<file path="src/rtl/bm_pkg.sv">
package bm_pkg;
  localparam int unsigned BM_LANES = 4;
  localparam int unsigned BM_POS_W = 2;

  typedef enum logic [1:0] {
    BM_X36 = 2'd0,
    BM_X18 = 2'd1,
    BM_X9  = 2'd2
  } bm_width_e;

  typedef struct packed {
    bm_width_e width;
    logic      big;
  } bm_cfg_t;

  function automatic bm_width_e bm_decode(input logic match, input logic size);
    if (!match) return BM_X36;
    return size ? BM_X9 : BM_X18;
  endfunction

  // log2 of lanes moved per beat
  function automatic logic [1:0] bm_lane_shift(input bm_width_e w);
    case (w)
      BM_X18:  return 2'd1;
      BM_X9:   return 2'd0;
      default: return 2'd2;
    endcase
  endfunction

  function automatic logic [BM_POS_W-1:0] bm_last_pos(input bm_width_e w);
    case (w)
      BM_X18:  return 2'd1;
      BM_X9:   return 2'd3;
      default: return 2'd0;
    endcase
  endfunction

  function automatic logic [BM_POS_W-1:0] bm_start_pos(input bm_cfg_t c);
    return c.big ? bm_last_pos(c.width) : '0;
  endfunction

  function automatic logic [BM_LANES-1:0] bm_low_mask(input bm_width_e w);
    case (w)
      BM_X18:  return 4'b0011;
      BM_X9:   return 4'b0001;
      default: return 4'b1111;
    endcase
  endfunction
endpackage

</file>
<file path="src/rtl/bm_cfg_reg.sv">
module bm_cfg_reg
  import bm_pkg::*;
(
  input  logic    clk_i,
  input  logic    rst_ni,
  input  logic    match_i,
  input  logic    size_i,
  input  logic    big_i,
  output bm_cfg_t cfg_o,
  output bm_cfg_t cfg_next_o,
  output logic    chg_o
);
  bm_cfg_t cfg_q;

  // endian is meaningless in x36: fold it away so toggling it does not restart
  always_comb begin
    cfg_next_o.width = bm_decode(match_i, size_i);
    cfg_next_o.big   = match_i & big_i;
  end

  assign chg_o = (cfg_next_o != cfg_q);
  assign cfg_o = cfg_q;

  always_ff @(posedge clk_i or negedge rst_ni) begin
    if (!rst_ni) cfg_q <= '{width: BM_X36, big: 1'b0};
    else         cfg_q <= cfg_next_o;
  end
endmodule

</file>
<file path="src/rtl/bm_sub_counter.sv">
module bm_sub_counter
  import bm_pkg::*;
(
  input  logic                clk_i,
  input  logic                rst_ni,
  input  bm_cfg_t             cfg_i,
  input  logic                beat_i,
  input  logic                first_i,
  input  logic                inc_i,
  input  logic                restart_i,
  input  logic [BM_POS_W-1:0] restart_pos_i,
  output logic [BM_POS_W-1:0] pos_o,
  output logic                step_o
);
  logic [BM_POS_W-1:0] sub_q, sub_d, start, pos;
  logic                at_last;

  assign start   = bm_start_pos(cfg_i);
  assign pos     = first_i ? start : sub_q;
  assign at_last = cfg_i.big ? (pos == '0) : (pos == bm_last_pos(cfg_i.width));
  assign step_o  = beat_i & inc_i & at_last;
  assign pos_o   = pos;

  always_comb begin
    if (restart_i)      sub_d = restart_pos_i;
    else if (!beat_i)   sub_d = sub_q;
    else if (!inc_i)    sub_d = pos;
    else if (at_last)   sub_d = start;
    else if (cfg_i.big) sub_d = pos - 1'b1;
    else                sub_d = pos + 1'b1;
  end

  always_ff @(posedge clk_i or negedge rst_ni) begin
    if (!rst_ni) sub_q <= '0;
    else         sub_q <= sub_d;
  end

  a_r7_hold: assert property (@(posedge clk_i) disable iff (!rst_ni)
    beat_i && !inc_i && !restart_i |=> sub_q == $past(pos));

  a_r4_advance_dir: assert property (@(posedge clk_i) disable iff (!rst_ni)
    beat_i && inc_i && !at_last && !restart_i |=>
      sub_q == ($past(cfg_i.big) ? $past(pos) - 2'd1 : $past(pos) + 2'd1));

  a_r8_wrap_to_start: assert property (@(posedge clk_i) disable iff (!rst_ni)
    step_o && !restart_i |=> sub_q == $past(start));

  a_r6_pos_in_range: assert property (@(posedge clk_i) disable iff (!rst_ni)
    sub_q <= bm_last_pos(cfg_i.width));
endmodule

</file>
<file path="src/rtl/bm_lane_router.sv">
module bm_lane_router
  import bm_pkg::*;
#(
  parameter  int unsigned LANE_W = 9,
  localparam int unsigned WORD_W = LANE_W * BM_LANES
) (
  input  bm_width_e           width_i,
  input  logic [BM_POS_W-1:0] pos_i,
  input  logic [WORD_W-1:0]   wdata_i,
  input  logic [WORD_W-1:0]   stage_i,
  input  logic [WORD_W-1:0]   rdata_i,
  output logic [BM_LANES-1:0] lane_sel_o,
  output logic [WORD_W-1:0]   rd_beat_o,
  output logic [WORD_W-1:0]   wr_word_o
);
  logic [1:0]          shift;
  logic [BM_POS_W-1:0] grp_m1;

  assign shift  = bm_lane_shift(width_i);
  assign grp_m1 = BM_POS_W'((3'd1 << shift) - 3'd1);

  for (genvar g = 0; g < BM_LANES; g++) begin : g_lane
    logic [BM_POS_W-1:0] idx, grp, src_wr, src_rd;
    logic                rd_live;

    assign idx     = BM_POS_W'(g);
    assign grp     = idx >> shift;
    assign src_wr  = idx & grp_m1;
    assign src_rd  = BM_POS_W'(pos_i << shift) | idx;
    assign rd_live = (idx <= grp_m1);

    assign lane_sel_o[g] = (grp == pos_i);
    assign wr_word_o[g*LANE_W +: LANE_W] = lane_sel_o[g] ? wdata_i[src_wr*LANE_W +: LANE_W]
                                                         : stage_i[g*LANE_W +: LANE_W];
    assign rd_beat_o[g*LANE_W +: LANE_W] = rd_live ? rdata_i[src_rd*LANE_W +: LANE_W]
                                                   : '0;
  end
endmodule

</file>
<file path="src/rtl/bm_width_adapter.sv">
module bm_width_adapter
  import bm_pkg::*;
#(
  parameter  int unsigned LANE_W = 9,
  localparam int unsigned WORD_W = LANE_W * BM_LANES
) (
  input  logic                clk_i,
  input  logic                rst_ni,
  input  logic                bus_match_i,
  input  logic                bus_size_i,
  input  logic                big_end_i,
  input  logic                beat_valid_i,
  input  logic                beat_write_i,
  input  logic                beat_first_i,
  input  logic                cnt_inc_i,
  input  logic [WORD_W-1:0]   beat_wdata_i,
  output logic [WORD_W-1:0]   beat_rdata_o,
  output logic [BM_LANES-1:0] beat_oe_o,
  input  logic [WORD_W-1:0]   mem_rdata_i,
  output logic [WORD_W-1:0]   mem_wdata_o,
  output logic [BM_LANES-1:0] mem_lane_we_o,
  output logic                mem_addr_step_o
);
  bm_cfg_t             cfg, cfg_next;
  logic                cfg_chg;
  logic [BM_POS_W-1:0] pos;
  logic [BM_LANES-1:0] lane_sel;
  logic [WORD_W-1:0]   rd_beat, wr_word, stage_q, rdata_q;
  logic [BM_LANES-1:0] oe_q;
  logic                rd_beat_v, wr_beat_v;

  assign rd_beat_v = beat_valid_i & ~beat_write_i;
  assign wr_beat_v = beat_valid_i &  beat_write_i;

  bm_cfg_reg u_cfg (
    .clk_i      (clk_i),
    .rst_ni     (rst_ni),
    .match_i    (bus_match_i),
    .size_i     (bus_size_i),
    .big_i      (big_end_i),
    .cfg_o      (cfg),
    .cfg_next_o (cfg_next),
    .chg_o      (cfg_chg)
  );

  bm_sub_counter u_sub (
    .clk_i         (clk_i),
    .rst_ni        (rst_ni),
    .cfg_i         (cfg),
    .beat_i        (beat_valid_i),
    .first_i       (beat_first_i),
    .inc_i         (cnt_inc_i),
    .restart_i     (cfg_chg),
    .restart_pos_i (bm_start_pos(cfg_next)),
    .pos_o         (pos),
    .step_o        (mem_addr_step_o)
  );

  bm_lane_router #(.LANE_W(LANE_W)) u_route (
    .width_i    (cfg.width),
    .pos_i      (pos),
    .wdata_i    (beat_wdata_i),
    .stage_i    (stage_q),
    .rdata_i    (mem_rdata_i),
    .lane_sel_o (lane_sel),
    .rd_beat_o  (rd_beat),
    .wr_word_o  (wr_word)
  );

  assign mem_wdata_o   = wr_word;
  assign mem_lane_we_o = wr_beat_v ? lane_sel : '0;

  always_ff @(posedge clk_i or negedge rst_ni) begin
    if (!rst_ni) begin
      stage_q <= '0;
      rdata_q <= '0;
      oe_q    <= '0;
    end else begin
      if (wr_beat_v) stage_q <= wr_word;
      rdata_q <= rd_beat_v ? rd_beat : '0;
      oe_q    <= rd_beat_v ? bm_low_mask(cfg.width) : '0;
    end
  end

  assign beat_rdata_o = rdata_q;
  assign beat_oe_o    = oe_q;

  a_r5_oe_follows_read: assert property (@(posedge clk_i) disable iff (!rst_ni)
    beat_oe_o != '0 |-> $past(beat_valid_i && !beat_write_i));

  a_r5_upper_oe_wide_only: assert property (@(posedge clk_i) disable iff (!rst_ni)
    beat_oe_o[BM_LANES-1] |-> $past(cfg.width) == BM_X36);

  a_r2_wide_write_all_lanes: assert property (@(posedge clk_i) disable iff (!rst_ni)
    cfg.width == BM_X36 && wr_beat_v |-> mem_lane_we_o == '1);
endmodule

</file>
<file path="config.mk">
export PLATFORM = sky130hd
export DESIGN_NAME = bm_width_adapter
export DESIGN_NICKNAME = d
export VERILOG_FILES = /design/src/rtl/bm_pkg.sv /design/src/rtl/bm_cfg_reg.sv /design/src/rtl/bm_sub_counter.sv /design/src/rtl/bm_lane_router.sv /design/src/rtl/bm_width_adapter.sv
export SDC_FILE = /design/constraint.sdc
export NUM_CORES = 1
export LEC_CHECK = 0
export BUFFER_PORTS_ARGS = -buffer_cell sky130_fd_sc_hd__buf_2
export CAP_MARGIN = 20
export CORE_MARGIN = 2
export CORE_UTILIZATION = 35
export CTS_BUF_LIST = sky130_fd_sc_hd__clkbuf_4 sky130_fd_sc_hd__clkbuf_8
export CTS_CLUSTER_SIZE = 28
export DETAILED_ROUTE_END_ITERATION = 12
export PLACE_DENSITY = 0.67
export SKIP_CTS_REPAIR_TIMING = 1
export SYNTH_ARGS = -nofsm -noshare
export SYNTH_HDL_FRONTEND = slang
export SYNTH_SLANG_ARGS = --single-unit
</file>
<file path="constraint.sdc">
create_clock -name clk_i -period 3.4 [get_ports clk_i]
set_clock_uncertainty 0.05 [all_clocks]
set_input_delay 0.51 -clock clk_i [delete_from_list [all_inputs] [get_ports clk_i]]
set_output_delay 0.51 -clock clk_i [all_outputs]
set_load 0.05 [all_outputs]
</file>
# --- Yosys cells after proc, flatten, opt, wreduce, memory -nomap -nowiden ---
# Index checks and enable logic that the tools add are counted.
word_totals:
  register_bits: 81
  word_cells: 75
  in_bits: 81
op_classes:
  shift: 12
  mux: 26
  n_reduce_logical: 2
  n_lt_le_gt_ge: 4
  eq_ne: 10
  bitwise: 6
  n_mul: 6
  addsub: 3
op_table:
  columns: ["operator", "n"]
  rows:
  - ["indexed part select 36 x 7 -> 9 bit", 6]
  - ["2-to-1 mux 9 bit", 8]
  - ["2-to-1 mux 36 bit", 1]
  - ["multiplier 2 x 4 -> 6 bit, second input constant", 4]
  - ["2-to-1 mux 2 bit", 10]
  - ["one-hot mux 2 bit (2 select lines)", 3]
  - ["== test 2 bit", 5]
  - ["multiplier 1 x 4 -> 5 bit, second input constant", 2]
  - ["2-to-1 mux 4 bit", 2]
  - ["one-hot mux 4 bit (2 select lines)", 1]
  - ["AND 1 bit", 5]
  - ["== test 2 x 1 -> 1 bit, second input constant", 2]
  - ["== test 2 bit, second input constant", 2]
  - ["less-or-equal comparator 1 x 2 -> 1 bit, first input constant", 2]
  - ["less-or-equal comparator 2 bit, first input constant", 2]
  - ["right shift 1 x 2 -> 2 bit, first input constant", 2]
  - ["right shift 2 x 2 -> 2 bit, first input constant", 2]
  - ["subtractor 2 x 1 -> 2 bit, second input constant", 2]
  - ["!= test 3 bit", 1]
  - ["adder 2 x 1 -> 2 bit, second input constant", 1]
  - ["logical NOT 2 bit", 1]
  - ["nonzero test 2 bit", 1]
  - ["left shift 1 x 2 -> 2 bit, first input constant", 1]
  - ["left shift 2 x 2 -> 2 bit", 1]
  - ["2 further kinds", 2]

# --- Depth between registers and ports, before layout ---
# Gate-level depths: netlist (run 1).
logic_depth:
  word_depth: 10
  depth_mapped: 9
  depth_no_buf: 6

# --- Hierarchy ---
# A second synthesis (run 1) with hierarchy kept.
hier_totals:
  cells_unflattened: 430
  hier_area_um2: 4898.4
modules_own_cells:
  columns: ["mod", "instances", "cells_per_inst", "area_each_um2", "seq_area_each_um2"]
  rows:
  - ["bm_width_adapter", 1, 169, 2785.2, 1876.8]
  - ["bm_lane_router", 1, 190, 1581.5, 0.0]
  - ["bm_sub_counter", 1, 59, 396.6, 50.0]
  - ["bm_cfg_reg", 1, 12, 135.1, 75.1]

# --- Least setup slack after synthesis (run 1) ---
# Ideal clock, no wire load.
synth_timing:
  kind: "register to output"
  start: "register u_cfg.cfg_q (netlist bit u_cfg.cfg_o[1])"
  end: "output port mem_addr_step_o"
  n_path_buf: 1
  arrival_ps: 2724
  path_stages_with_launch: 8
  setup_slack_ps: 116
  path_cell_list: "dfrtp_1 inv_1 ha_1 buf_1 nor4b_1 a311oi_1 o31a_1 nor3_1"
synth_between:
  elab_chain_cells: 7
  elab_cells_between_ends: 9
synth_rtl:
  columns: ["item", "line_no", "text"]
  rows:
  - ["start, declared", "bm_cfg_reg.sv:13", "bm_cfg_t cfg_q;"]
  - ["start signal, assigned", "bm_cfg_reg.sv:25", "if (!rst_ni) cfg_q <= '{width: BM_X36, big: 1'b0};"]
  - ["start signal, assigned", "bm_cfg_reg.sv:26", "else cfg_q <= cfg_next_o;"]
  - ["== test 2 bit or == test 2 x 1 -> 1 bit (tied branches)", "bm_pkg.sv:31", "case (w)"]
  - ["one-hot mux 2 bit (2 select lines) (*)", "bm_pkg.sv:31", null]
  - ["2-to-1 mux 2 bit", "bm_pkg.sv:39", "return c.big ? bm_last_pos(c.width) : '0;"]
  - ["2-to-1 mux 2 bit", "bm_sub_counter.sv:19", "assign pos = first_i ? start : sub_q;"]
  - ["== test 2 bit or logical NOT 2 bit (tied branches)", "bm_sub_counter.sv:20", "assign at_last = cfg_i.big ? (pos == '0) : (pos == bm_last_pos(cfg_i.width));"]
  - ["2-to-1 mux 1 bit (*)", "bm_sub_counter.sv:20", null]
  - ["AND 1 bit (*)", "bm_sub_counter.sv:21", "assign step_o = beat_i & inc_i & at_last;"]
  - ["end, declared", "bm_width_adapter.sv:22", "output logic mem_addr_step_o"]
# Every way passes the cells marked *; elsewhere a longest branch is shown, timed or not.

# --- Final worst setup path (run 1) ---
layout_timing:
  start: "register u_cfg.cfg_q (netlist bit u_cfg.cfg_o[2])"
  end: "output port mem_wdata_o[22]"
layout_between:
  elab_chain_cells: 7
  elab_cells_between_ends: 13
layout_rtl:
  columns: ["item", "line_no", "text"]
  rows:
  - ["== test 2 bit or == test 2 x 1 -> 1 bit (tied branches)", "bm_pkg.sv:23, bm_pkg.sv:31", null]
  - ["one-hot mux 2 bit (2 select lines)", "bm_pkg.sv:23", "case (w)"]
  - ["left shift 1 x 2 -> 2 bit", "bm_lane_router.sv:20", "assign grp_m1 = BM_POS_W'((3'd1 << shift) - 3'd1);"]
  - ["subtractor 2 x 1 -> 2 bit", "bm_lane_router.sv:20", null]
  - ["multiplier 1 x 4 -> 5 bit", "bm_lane_router.sv:33", "assign wr_word_o[g*LANE_W +: LANE_W] = lane_sel_o[g] ? wdata_i[src_wr*LANE_W +: LANE_W]"]
  - ["indexed part select 36 x 7 -> 9 bit", "bm_lane_router.sv:33", null]
  - ["2-to-1 mux 9 bit (*)", "bm_lane_router.sv:33", null]
  - ["end, declared", "bm_width_adapter.sv:20", "output logic [WORD_W-1:0] mem_wdata_o,"]
# Marked as above.

==> results of run 1 <==
## how the worst min path moves through the flow
stage                     slack, ps               end  cells past startpoint         from
after floorplan                 160      beat_oe_o[0]                      0       rst_ni
after global placement          430        stage_q[6]                      1   stage_q[6]
after detailed placement        440       stage_q[32]                      1  stage_q[32]
after CTS                       270    u_cfg.cfg_o[1]                      2   bus_size_i
after global routing             50  beat_rdata_o[19]                      1       rst_ni
final                            40      beat_oe_o[1]                      1       rst_ni
## kinds of logic after synthesis
group / synth area share [%]
AOI/OAI and AO/OA: 12.0
muxes: 26.6
DFF: 44.3
xor gates and xnor gates: 0.387
and+or+nand+nor: 12.0
adders and majority gates: 0.830
buffers and inverters: 3.87
## cells in the mapped netlist (all sizes together) (2+ instances only)
| library cell | number | share of area, % |
|---|---|---|
| nand2b | 3 | 0.41 |
| a211oi | 22 | 3.9 |
| and2 | 3 | 0.41 |
| a21oi | 5 | 0.64 |
| or3b | 2 | 0.39 |
| clkbuf | 17 | 1.4 |
| nand2 | 34 | 2.8 |
| buf | 9 | 1.1 |
| nor4b | 2 | 0.39 |
| nor3 | 3 | 0.33 |
| mux2 | 91 | 23 |
| or3 | 3 | 0.53 |
| a221oi | 3 | 0.97 |
| or2 | 2 | 0.28 |
| inv | 16 | 1.3 |
| nor2b | 6 | 0.83 |
| o21ai | 26 | 2.9 |
| and3b | 3 | 0.58 |
| and3 | 28 | 3.9 |
| dfrtp | 80 | 44 |
| o22ai | 2 | 0.41 |
| nor2 | 3 | 0.25 |
| mux2i | 18 | 4.0 |
| ha | 3 | 0.83 |
| a311oi | 3 | 0.58 |
## sequential cells by signal, summed over array words and instances (netlist names)
signal        cells
beat_oe_o         3
u_cfg.cfg_o       3
u_sub.sub_q       2
stage_q          36
beat_rdata_o     36
## power by group
part	internal [mW]	leakage, nW	switching [mW]
sequential	1.11	1.02	0.0842
clock	0.378	0.106	0.365
combinational	0.460	1.74	0.865
## stage by stage
stage,total power [mW],instance area (µm²)
after floorplan,2.20,4520
after global placement,2.51,5550
after detailed placement,2.54,5550
after CTS,3.29,5760
after global routing,3.43,5800
final,3.26,5800
## layer usage
layer  part of all wire (%)  global-route usage, %  wire length [µm]
met5                      0                      0                 0
met4                    2.0                   7.38               256
met3                    8.4                   5.81              1070
met2                     45                   29.4              5800
met1                     44                   24.6              5630
## layout make-up
type	instances	share of cell area [%]
clock inverter	4	0.906
inverter	16	1.03
sequential	80	34.5
tap	172	3.71
clock buffer	11	2.61
multi-input combinational	286	40.7
timing repair buffer	178	16.5
==> out/summary.md, run 1 <==
The tools report the warning count from the yosys run as 0. The H-tree generated during clock tree synthesis spans 3 levels. The critical path is of the flip-flop to output pin type.

The number of max-cap violations was 0. The cell family contributing the most delay on the critical path is simple AND/OR/NAND/NOR gates. The peak fanout along the critical path was 9; the share of synthesized registers carrying an async set or reset was 100%.

Number of antenna violations at the first check in global routing: 0. The flow ran to the end, and the final reports show no timing, DRC or antenna violations. After synthesis the cells add up to 4520 µm². The first element of the critical path was u_cfg.cfg_o[2]. The final critical path takes up 96.3% of the cycle.

After detailed routing, the total wire length is 12,800 µm. The vertical die dimension came out at 118 µm. For the register-to-register setup slack, the log shows 960 ps. Summed over all layers, the global routing overflow is 0. The capture point of the critical path was mem_wdata_o[22]. Setup repair after global routing left no endpoint under its margin. The clock edge transition at the registers on the reported setup and hold paths works out to 90 ps.

Final-report max-slew violation count: 0. The logs give 747 for the non-filler instance count after layout and 730 for the number of cells after detailed placement. At the worst endpoint, the required time is 2840 ps. For the worst setup path, the data arrival time is 2710 ps. The first routing iteration left 326 violations. The predominant post-synthesis flop cell was dfrtp_1. Number of CTS-inserted buffers: 9. The tools report the final core utilization as 46.0%. Commonest non-fill, non-tap cell in the layout: buf_2.

In the synthesized netlist, the number of instances is 408. The number of global-route vias before repair came out at 3,891. The initialized floorplan defines 41 standard-cell rows. For the via total after detailed routing, the log shows 3,905. The run gives 420 ps as the worst setup slack after placement. For this design the ratio of total power to cell area is 562 nW/µm². Launching point of the worst reg2reg path: u_cfg.cfg_o[2]. The instance count on the critical path is 7, and the worst-case headroom to the max-slew limit is 57.8%. The run gives 2.87 nW as the leakage power. For the sequential cell area, the log shows 2000 µm². Input and output buffers added on the ports amount to 161. The number of antenna diodes in the final layout is 0.

Leaving out fill and tap cells, the most frequent cells in the layout are 160 x buf_2, 91 x mux2_2, 79 x dfrtp_1. The tools report the wire length of the first global-routing pass as 20,600 µm. The cell sitting at the root of the clock tree is a clkbuf_8. The count of endpoints failing hold in the final timing report came out at 0. Final weighted congestion in routability-driven placement: 0.871. The number of nets in the synthesized netlist is 492, and the I/O pin total is 162. The signal on the critical path passes through ha_2 -> and3b_1 -> or3_4 -> a22oi_2 -> buf_6 -> mux2_2 -> buf_2.

The logs give 0 for the number of setup violations in the final report and 45.0 ps for the final worst hold slack. After floorplanning, the core was sized to cover 12,600 µm². In this run the horizontal extent of the chip is 118 µm. The least setup slack across all paths after layout was 125 ps; the overall die area was 13,800 µm². The tools report the maximum number of pins on one net before global-route repair as 81.

The number of buffers and inverters on the critical path is 2. The latest clock arrival within the worst-skew pair came out at 370 ps. The worst hold path belongs to the class primary input to asynchronous set/reset pin.

In this run the deepest clock path goes through 2 buffers. Synthesized area divided by synthesized cell count: 11.1 µm². The delay contributed by the slowest stage of the critical path is 450 ps. CTS saw 80 sinks. The run gives 18.9% as the combined global-route utilization of all metal layers. In this run the critical register-to-register path is captured at stage_q[26]. In this run, synthesis produced a sequential element count of 80.

The fraction of layout cells with a size suffix above 1 was 52.3%. The total of fill cells in the finished design is 1,202. The peak ir drop on the vdd network is 0.421 mV, and the signed area change from the synthesized netlist to the final layout is 28.3%. In the routed design, unresolved DRC markers number 0. The routed design could run at a clock period as short as 3270 ps. TritonCTS built the clock tree. The critical path capture point type was an output pin. STA classifies the critical path startpoint as a flip-flop. For the number of detailed-routing iterations run before antenna repair, the log shows 4.

In the final layout, the multi-input gates occupy 2360 µm². Detailed placement ended at an HPWL of 9440 µm. The slowest cell on the critical path is dfrtp_2. The number of vias per cell after detailed routing came out at 5.23. For the count of different cell masters after synthesis, the log shows 55.

The count of nets left with antenna violations once routing finished came out at 0. At the pin with the least slew margin, the transition time is 633 ps. Dividing the detail-routed wire length by the instance count gives 17.1 µm. Counting flops with a built-in enable in the synthesized netlist gives 0. The number of cells on the worst reg-to-reg path is 6.

Based on the critical path, the design can be clocked at up to 305 MHz. For this configuration, the core starts out at a cell density of 35.8%. Proportion of synthesized chip area in sequential cells: 44.3%. Net count of the finished layout: 655. The run gives 0 ps as the final setup TNS.
Note: power is estimated with default switching activity, not from simulation.
==> run 2, diff against run 1 <==
--- a/config.mk
+++ b/config.mk
@@ -5,6 +5,7 @@
 export SDC_FILE = /design/constraint.sdc
 export NUM_CORES = 1
 export LEC_CHECK = 0
+export ABC_AREA = 1
 export BUFFER_PORTS_ARGS = -buffer_cell sky130_fd_sc_hd__buf_2
 export CAP_MARGIN = 20
 export CORE_MARGIN = 2
@@ -17,3 +18,4 @@
 export SYNTH_ARGS = -nofsm -noshare
 export SYNTH_HDL_FRONTEND = slang
 export SYNTH_SLANG_ARGS = --single-unit
+export TNS_END_PERCENT = 5
==> run 2 against run 1 <==
Effect of this change:
- first-iteration DRC count increased by 2.8%
- combinational power shrank 3%
- routed wire length is 2.4% higher
- cell count increased by 21%
- utilization decreased by 1.4 points
- sequential share of layout area is 1.3 points higher
- largest power group unchanged
==> out/summary.md, run 2 <==
The flow ran to the end, and the final reports show no timing, DRC or antenna violations. The total DRC errors in the routed layout is 0 (unchanged). The tools report the least setup slack across all paths after layout as 324 ps (was 125 ps). The fraction of layout cells with a size suffix above 1 was 33.7% (was 52.3%); the number of nets in the synthesized netlist was 653 (was 492). The count of input and output buffers is 161 (unchanged). The run gives 0 (unchanged) as the final-report max-slew violation count. Top cells by instance count after synthesis: 135 x nand2_1, 88 x o21ai_0, 80 x dfrtp_1, 75 x inv_1, 47 x nor2_1 (was 91 x mux2_2, 80 x dfrtp_1, 34 x nand2_1, 28 x and3_1, 25 x o21ai_0).

The run gives 0.285 mV (was 0.421 mV) as the peak ir drop on the vdd network. The worst-case headroom to the max-slew limit was 50.6% (was 57.8%). The tools report the root buffer cell as clkbuf_8 (unchanged).

The die outline width was 117 µm (was 118 µm); the number of flip-flops and latches in the synthesized netlist was 80 (unchanged). Number of antenna violations at the first check in global routing: 0 (unchanged). Most frequent cells in the layout: 160 x buf_2, 135 x nand2_1, 88 x o21ai_0 (was 160 x buf_2, 91 x mux2_2, 79 x dfrtp_1). The deepest clock path buffer count was 2 (unchanged).

The number of vias per cell after detailed routing is 4.69 (was 5.23). For the number of global-route vias before repair, the log shows 4,122 (was 3,891). The path type of the worst min-delay path was primary input to asynchronous set/reset pin (unchanged).

The data arrival time of the critical path was 2520 ps (was 2710 ps). Number of standard cells after synthesis: 569 (was 408). The run gives 44.9% (was 44.3%) as the proportion of synthesized chip area in sequential cells. The count of flip-flops with a built-in enable after synthesis came out at 0 (unchanged). Setup repair after global routing left no endpoint under its margin. The number of antenna cells inserted was 0 (unchanged); the share of the cycle needed by the critical path after routing was 90.5% (was 96.3%). The logs give 61.5 ps (was 45.0 ps) for the final worst hold slack and 0.895 (was 0.871) for the final weighted congestion in routability-driven placement.

The total power draw is 3.08 mW (was 3.26 mW), and the worst setup slack after placement is 548 ps (was 420 ps). The area share of the largest cell type after synthesis is 44.9% (was 44.3%), and the initial standard-cell utilization of the core is 35.6% (was 35.8%). Maximum number of pins on one net before global-route repair: 38 (was 81).

The non-filler instance count after layout came out at 901 (was 747). The wire length of the first global-routing pass came out at 20,700 µm (was 20,600 µm). The routed length per placed instance was 14.5 µm (was 17.1 µm); the number of CTS-inserted buffers was 9 (unchanged).

The area of the mapped netlist was 4460 µm² (was 4520 µm²). The overall die area is 13,700 µm² (was 13,800 µm²). The synthesized area divided by synthesized cell count was 7.84 µm² (was 11.1 µm²); the final core utilization was 44.6% (was 46.0%). The count of endpoints failing hold in the final timing report was 0 (unchanged). The clock edge transition at the registers on the reported setup and hold paths is 80 ps (was 90 ps).

The I/O pin total came out at 162 (unchanged). Power per unit of standard cell area: 551 nW/µm² (was 562 nW/µm²). The logs give 31 (was 55) for the count of different cell masters after synthesis and 80 (unchanged) for the number of clock sinks.

The slew at the pin closest to its max-slew limit was 738 ps (was 633 ps). TritonCTS built the clock tree. The run gives 325 MHz (was 305 MHz) as the top achievable clock speed.

The total of fill cells in the finished design was 1,332 (was 1,202); the final setup TNS was 0 ps (unchanged). Area of the core: 12,500 µm² (was 12,600 µm²). The number of cells after detailed placement was 885 (was 730). Critical path capture point type: an output pin (unchanged).

The number of core rows was 41 (unchanged). The logs give 5590 µm² (was 5800 µm²) for the total non-filler cell area in the finished layout and 0 (unchanged) for the number of nets still failing antenna checks after routing. The number of DRC violations after detailed-routing iteration 0 was 335 (was 326); the required time of the critical path was 2840 ps (about the same). The tools report the warning count from the yosys run as 0 (unchanged). Number of levels the H-tree was split into: 3 (unchanged). The most used standard cell by instance count after synthesis was nand2_1 (was mux2_2). The predominant post-synthesis flop cell was dfrtp_1 (unchanged). Number of setup violations in the final report: 0 (unchanged). The cell accounting for the most synthesized area is dfrtp_1 (unchanged). The type of origin of the critical path is a flip-flop (unchanged). Largest cells by area after synthesis: dfrtp_1 45%, nand2_1 11%, o21ai_0 9.9%, inv_1 6.3%, nor2_1 4.0% (was dfrtp_1 44%, mux2_2 23%, mux2i_1 4.0%, and3_1 3.9%, a211oi_1 3.5%).

The total cell area at the placement stage came out at 5380 µm² (was 5550 µm²). The time the final worst path needs with I/O delays and setup was 3080 ps (was 3270 ps). Vertical die dimension: 117 µm (was 118 µm). The logs give 20.0% (was 18.9%) for the combined global-route utilization of all metal layers and 4,228 (was 3,905) for the via total after detailed routing.

The latest clock arrival within the worst-skew pair was 360 ps (was 370 ps); the leakage power was 3.04 nW (was 2.87 nW). The share of synthesized registers carrying an async set or reset is 100% (unchanged). The number of max-cap violations was 0 (unchanged); the wire length after detailed routing was 13,100 µm (was 12,800 µm). The tools report the residual overflow from global routing as 0 (unchanged).

Signed area change from the synthesized netlist to the final layout: 25.2% (was 28.3%). Category of the most critical setup path: flip-flop to output pin (unchanged). The net count of the finished layout is 809 (was 655).

The peak fanout along the critical path came out at 19 (was 9). Commonest non-fill, non-tap cell in the layout: buf_2 (unchanged). The tools report the number of detailed-routing iterations run before antenna repair as 5 (was 4). The half-perimeter wire length of the detailed placement result came out at 10,100 µm (was 9440 µm).
==> run 2: cell count changes in the layout (fill, tap and decap cells not counted), sizes merged, moves of 8 or more <==
cell	before	now
nand3	1	19
and3	28	0
mux2i	18	0
o211ai	1	9
nand2	34	154
a21oi	5	21
nor2	3	51
o22ai	2	10
o21ai	26	110
a211oi	22	1
inv	17	79
mux2	91	0
==> run 2: critical path: stages, from the launching register on <==
cell and delay [ps]:
dfrtp_1 430, ha_1 320, inv_2 80, nand3_1 110
nand2_4 100, o21ai_4 600, nand2_2 90, o21ai_2 120
buf_2 300
==> run 2: path summary, 6_finish.rpt <==
path                       slack (ps)       startpoint  depth (start not counted)          endpoint
setup / recovery                  320   u_cfg.cfg_o[2]                          8   mem_wdata_o[10]
hold reg to reg                   440       stage_q[4]                          2        stage_q[4]
max in group asynchronous        2490           rst_ni                          2       stage_q[14]
min in group clk_i                310  mem_rdata_i[19]                          3  beat_rdata_o[19]
hold / removal                     60           rst_ni                          1       stage_q[25]
setup reg to reg                  940   u_cfg.cfg_o[1]                          9   beat_rdata_o[2]
==> run 2: area by class of cell <==
cell class	instances	area [µm²]	share of cell area (%)
repair buffers	171	896	16.0
well taps	172	215	3.85
clock inverters	3	17.5	0.314
flip-flops and latches	80	2000	35.8
inverters	80	303	5.42
multi-input cells	383	1990	35.7
clock buffers	12	159	2.84
==> run 2: power breakdown <==
| group | switching [mW] | internal [mW] | total, mW | leakage [nW] |
|---|---|---|---|---|
| Combinational | 0.959 | 0.322 | 1.28 | 1.91 |
| Clock | 0.345 | 0.307 | 0.652 | 0.0917 |
| Sequential | 0.0546 | 1.09 | 1.15 | 1.04 |
| Total | 1.36 | 1.72 | 3.08 | 3.04 |
==> run 2: metal layers <==
metal	part of all wire, %	vias up	GRT usage [%]	wire [µm]
met5	0	-	0	0
met4	2.6	0	7.69	344
met3	8.7	21	6.33	1140
met2	47	172	33.6	6080
met1	42	1916	24.1	5500
li1	-	2119	-	-
==> run 2: logic make-up after synthesis <==
| family | after synthesis | synth area share [%] |
|---|---|---|
| simple gates | 225 | 23.3 |
| compound gates | 152 | 19.9 |
| buf+inv | 106 | 10.5 |
| flops | 80 | 44.9 |
| xor+xnor | 3 | 0.589 |
| fa+ha+maj | 3 | 0.842 |
==> run 3, diff against run 2 <==
--- a/config.mk
+++ b/config.mk
@@ -9,11 +9,11 @@
 export BUFFER_PORTS_ARGS = -buffer_cell sky130_fd_sc_hd__buf_2
 export CAP_MARGIN = 20
 export CORE_MARGIN = 2
-export CORE_UTILIZATION = 35
+export CORE_UTILIZATION = 52
 export CTS_BUF_LIST = sky130_fd_sc_hd__clkbuf_4 sky130_fd_sc_hd__clkbuf_8
 export CTS_CLUSTER_SIZE = 28
 export DETAILED_ROUTE_END_ITERATION = 12
-export PLACE_DENSITY = 0.67
+export PLACE_DENSITY = 0.9
 export SKIP_CTS_REPAIR_TIMING = 1
 export SYNTH_ARGS = -nofsm -noshare
 export SYNTH_HDL_FRONTEND = slang
==> run 3 against run 2 <==
Effect of this change:
- sequential share of layout area grew 0.58 points
- routed wire length shrank 3.5%
- utilization grew 22 points
- critical path depth is the same
- first-iteration DRC count shrank 7.8%
- count of clock-buffer cells in the layout shrank 1
- non-clock buffer count shrank 4
- register-to-register slack lost 80 ps
- via count grew 4.5%
==> out/summary.md, run 3 (same netlist as run 2, synthesis figures left out) <==
The worst-case headroom to the max-slew limit came out at 50.0% (was 50.6%). Commonest non-fill, non-tap cell in the layout: buf_2 (unchanged). Total DRC errors in the routed layout: 0 (unchanged). For the number of antenna violations at the first check in global routing, the log shows 0 (unchanged). The peak fanout along the critical path was 30 (was 19). The net count of the finished layout was 805 (was 809); the number of CTS-inserted buffers was 9 (unchanged). The tools report the deepest clock path buffer count as 2 (unchanged). The path type of the worst min-delay path is primary input to asynchronous set/reset pin (unchanged). Via total after detailed routing: 4,419 (was 4,228). The critical path capture point type was an output pin (unchanged).

The logs give 0 (unchanged) for the number of max-cap violations and 0.941 (was 0.895) for the final weighted congestion in routability-driven placement. The slew at the pin closest to its max-slew limit was 747 ps (was 738 ps). The tools report the number of clock sinks as 80 (unchanged). The logs give 5270 µm² (was 5380 µm²) for the total cell area at the placement stage and 2840 ps (about the same) for the required time of the critical path. The vertical die dimension is 96.6 µm (was 117 µm), and the die outline width is 96.6 µm (was 117 µm). The fraction of layout cells with a size suffix above 1 is 33.5% (was 33.7%). Setup repair after global routing could not meet its margin everywhere. The total non-filler cell area in the finished layout is 5500 µm² (was 5590 µm²), and the total of fill cells in the finished design is 698 (was 1,332). The final-report max-slew violation count came out at 0 (unchanged). Most frequent cells in the layout: 160 x buf_2, 135 x nand2_1, 88 x o21ai_0 (unchanged). The flow ran to the end, and the final reports show no timing, DRC or antenna violations.

The initial standard-cell utilization of the core was 54.0% (was 35.6%); the number of nets still failing antenna checks after routing was 0 (unchanged). The routed length per placed instance is 15.2 µm (was 14.5 µm), and the wire length after detailed routing is 12,600 µm (was 13,100 µm). The delay contributed by the slowest stage of the critical path is 650 ps (was 600 ps), and the leakage power is 3.03 nW (was 3.04 nW). Number of levels the H-tree was split into: 3 (unchanged). Type of origin of the critical path: a flip-flop (unchanged). In this design, the critical path's most frequently occurring cell is inv_1.

Combined global-route utilization of all metal layers: 27.0% (was 20.0%). The number of core rows is 33 (was 41), and the time the final worst path needs with I/O delays and setup is 3270 ps (was 3080 ps). The run gives 0 ps (unchanged) as the final setup TNS. Count of input and output buffers: 161 (unchanged). The slowest cell on the critical path is o21ai_4 (unchanged). For the register-to-register setup slack, the log shows 860 ps (was 940 ps). The run gives 0 (unchanged) as the number of antenna cells inserted.

Residual overflow from global routing: 0 (unchanged). I/O pin total: 162 (unchanged). TritonCTS built the clock tree. The root buffer cell is clkbuf_8 (unchanged). For the maximum number of pins on one net before global-route repair, the log shows 81 (was 38).

The tools report the half-perimeter wire length of the detailed placement result as 9660 µm (was 10,100 µm). The top achievable clock speed was 306 MHz (was 325 MHz). The category of the most critical setup path was flip-flop to output pin (unchanged). The number of vias per cell after detailed routing is 5.32 (was 4.69).

For the wire length of the first global-routing pass, the log shows 20,300 µm (was 20,700 µm). Latest clock arrival within the worst-skew pair: 360 ps (about the same). The family with the most delay on the worst path was buffers and inverters (was compound AO/OA/AOI/OAI gates). The logs give 2710 ps (was 2520 ps) for the data arrival time of the critical path and 5 (unchanged) for the number of detailed-routing iterations run before antenna repair. Overall die area: 9330 µm² (was 13,700 µm²).

The number of global-route vias before repair was 4,196 (was 4,122). The number of DRC violations after detailed-routing iteration 0 came out at 309 (was 335). The power per unit of standard cell area is 572 nW/µm² (was 551 nW/µm²).

Worst path cell trace: inv_1 -> ha_1 -> buf_4 -> inv_1 -> o21ai_4 -> nand2_2 -> o21ai_2 -> buf_2 (was ha_1 -> inv_2 -> nand3_1 -> nand2_4 -> o21ai_4 -> nand2_2 -> o21ai_2 -> buf_2). For the count of endpoints failing hold in the final timing report, the log shows 0 (unchanged). The clock edge transition at the registers on the reported setup and hold paths is 80 ps (about the same), and the number of buffers and inverters on the critical path is 4 (was 2). The signed area change from the synthesized netlist to the final layout is 23.2% (was 25.2%). The share of the cycle needed by the critical path after routing was 96.2% (was 90.5%). Area of the core: 8260 µm² (was 12,500 µm²). The peak ir drop on the vdd network is 0.275 mV (was 0.285 mV). The number of setup violations in the final report is 0 (unchanged).
## run 3: cell types whose count changed in the layout (fill, tap and decap cells not counted), sizes merged
cell    previous run  this run
buf              171       167
bufinv             0         1
clkbuf            12        11
clkinv             3         4
## run 3: where the power goes
part           switching [mW]  internal [mW]
combinational           0.958          0.312
clock                   0.355          0.366
sequential             0.0590           1.09
total                    1.37           1.77
## run 3: area by class of cell
| type | count | area, µm² | share of cell area, % |
|---|---|---|---|
| repair buffers | 167 | 866 | 15.8 |
| inverters | 80 | 303 | 5.51 |
| multi-input cells | 383 | 1990 | 36.3 |
| well taps | 105 | 131 | 2.39 |
| clock inverters | 5 | 56.3 | 1.02 |
| clock buffers | 11 | 145 | 2.64 |
| flip-flops and latches | 80 | 2000 | 36.4 |
## run 3: worst paths after layout
check,start,endpoint,cells past startpoint
worst min register to register,stage_q[5],stage_q[5],2
min in group clk_i,mem_rdata_i[22],beat_rdata_o[22],3
worst min-delay path,rst_ni,stage_q[5],1
worst max-delay path,u_cfg.cfg_o[1],mem_wdata_o[14],8
worst max register to register,u_cfg.cfg_o[1],beat_rdata_o[4],9
max in group asynchronous,rst_ni,stage_q[15],2
## run 3: worst register-to-register path: stages (launching register included)
cell and delay (ps):
dfrtp_1 380, inv_1 120, ha_1 260, inv_2 130, nand3_1 120, nand2_4 150, nand3_2 540, o21ai_0 520
a21oi_1 90, nor2_1 110
## run 3: routing by layer
metal / GRT usage, % / wire length (µm) / vias up
li1: - / - / 2114
met1: 33.4 / 4870 / 2038
met2: 45.6 / 6130 / 243
met3: 6.43 / 1260 / 24
met4: 10.8 / 357 / 0
met5: 0 / 0 / -
## run 3: per-stage QoR
| stage | utilization [%] | instances | total power [mW] | hold slack (ps) | setup WS (ps) |
|---|---|---|---|---|---|
| after floorplan | - | 569 | 2.13 | 164 | 260 |
| after global placement | 63.8 | 814 | 2.40 | 417 | 620 |
| after detailed placement | 63.8 | 814 | 2.43 | 423 | 513 |
| after CTS | 66.3 | 830 | 3.15 | 305 | 120 |
| after global routing | 66.6 | 831 | 3.30 | 108 | -82.1 |
| final | 66.6 | 831 | 3.14 | 67.8 | 129 |
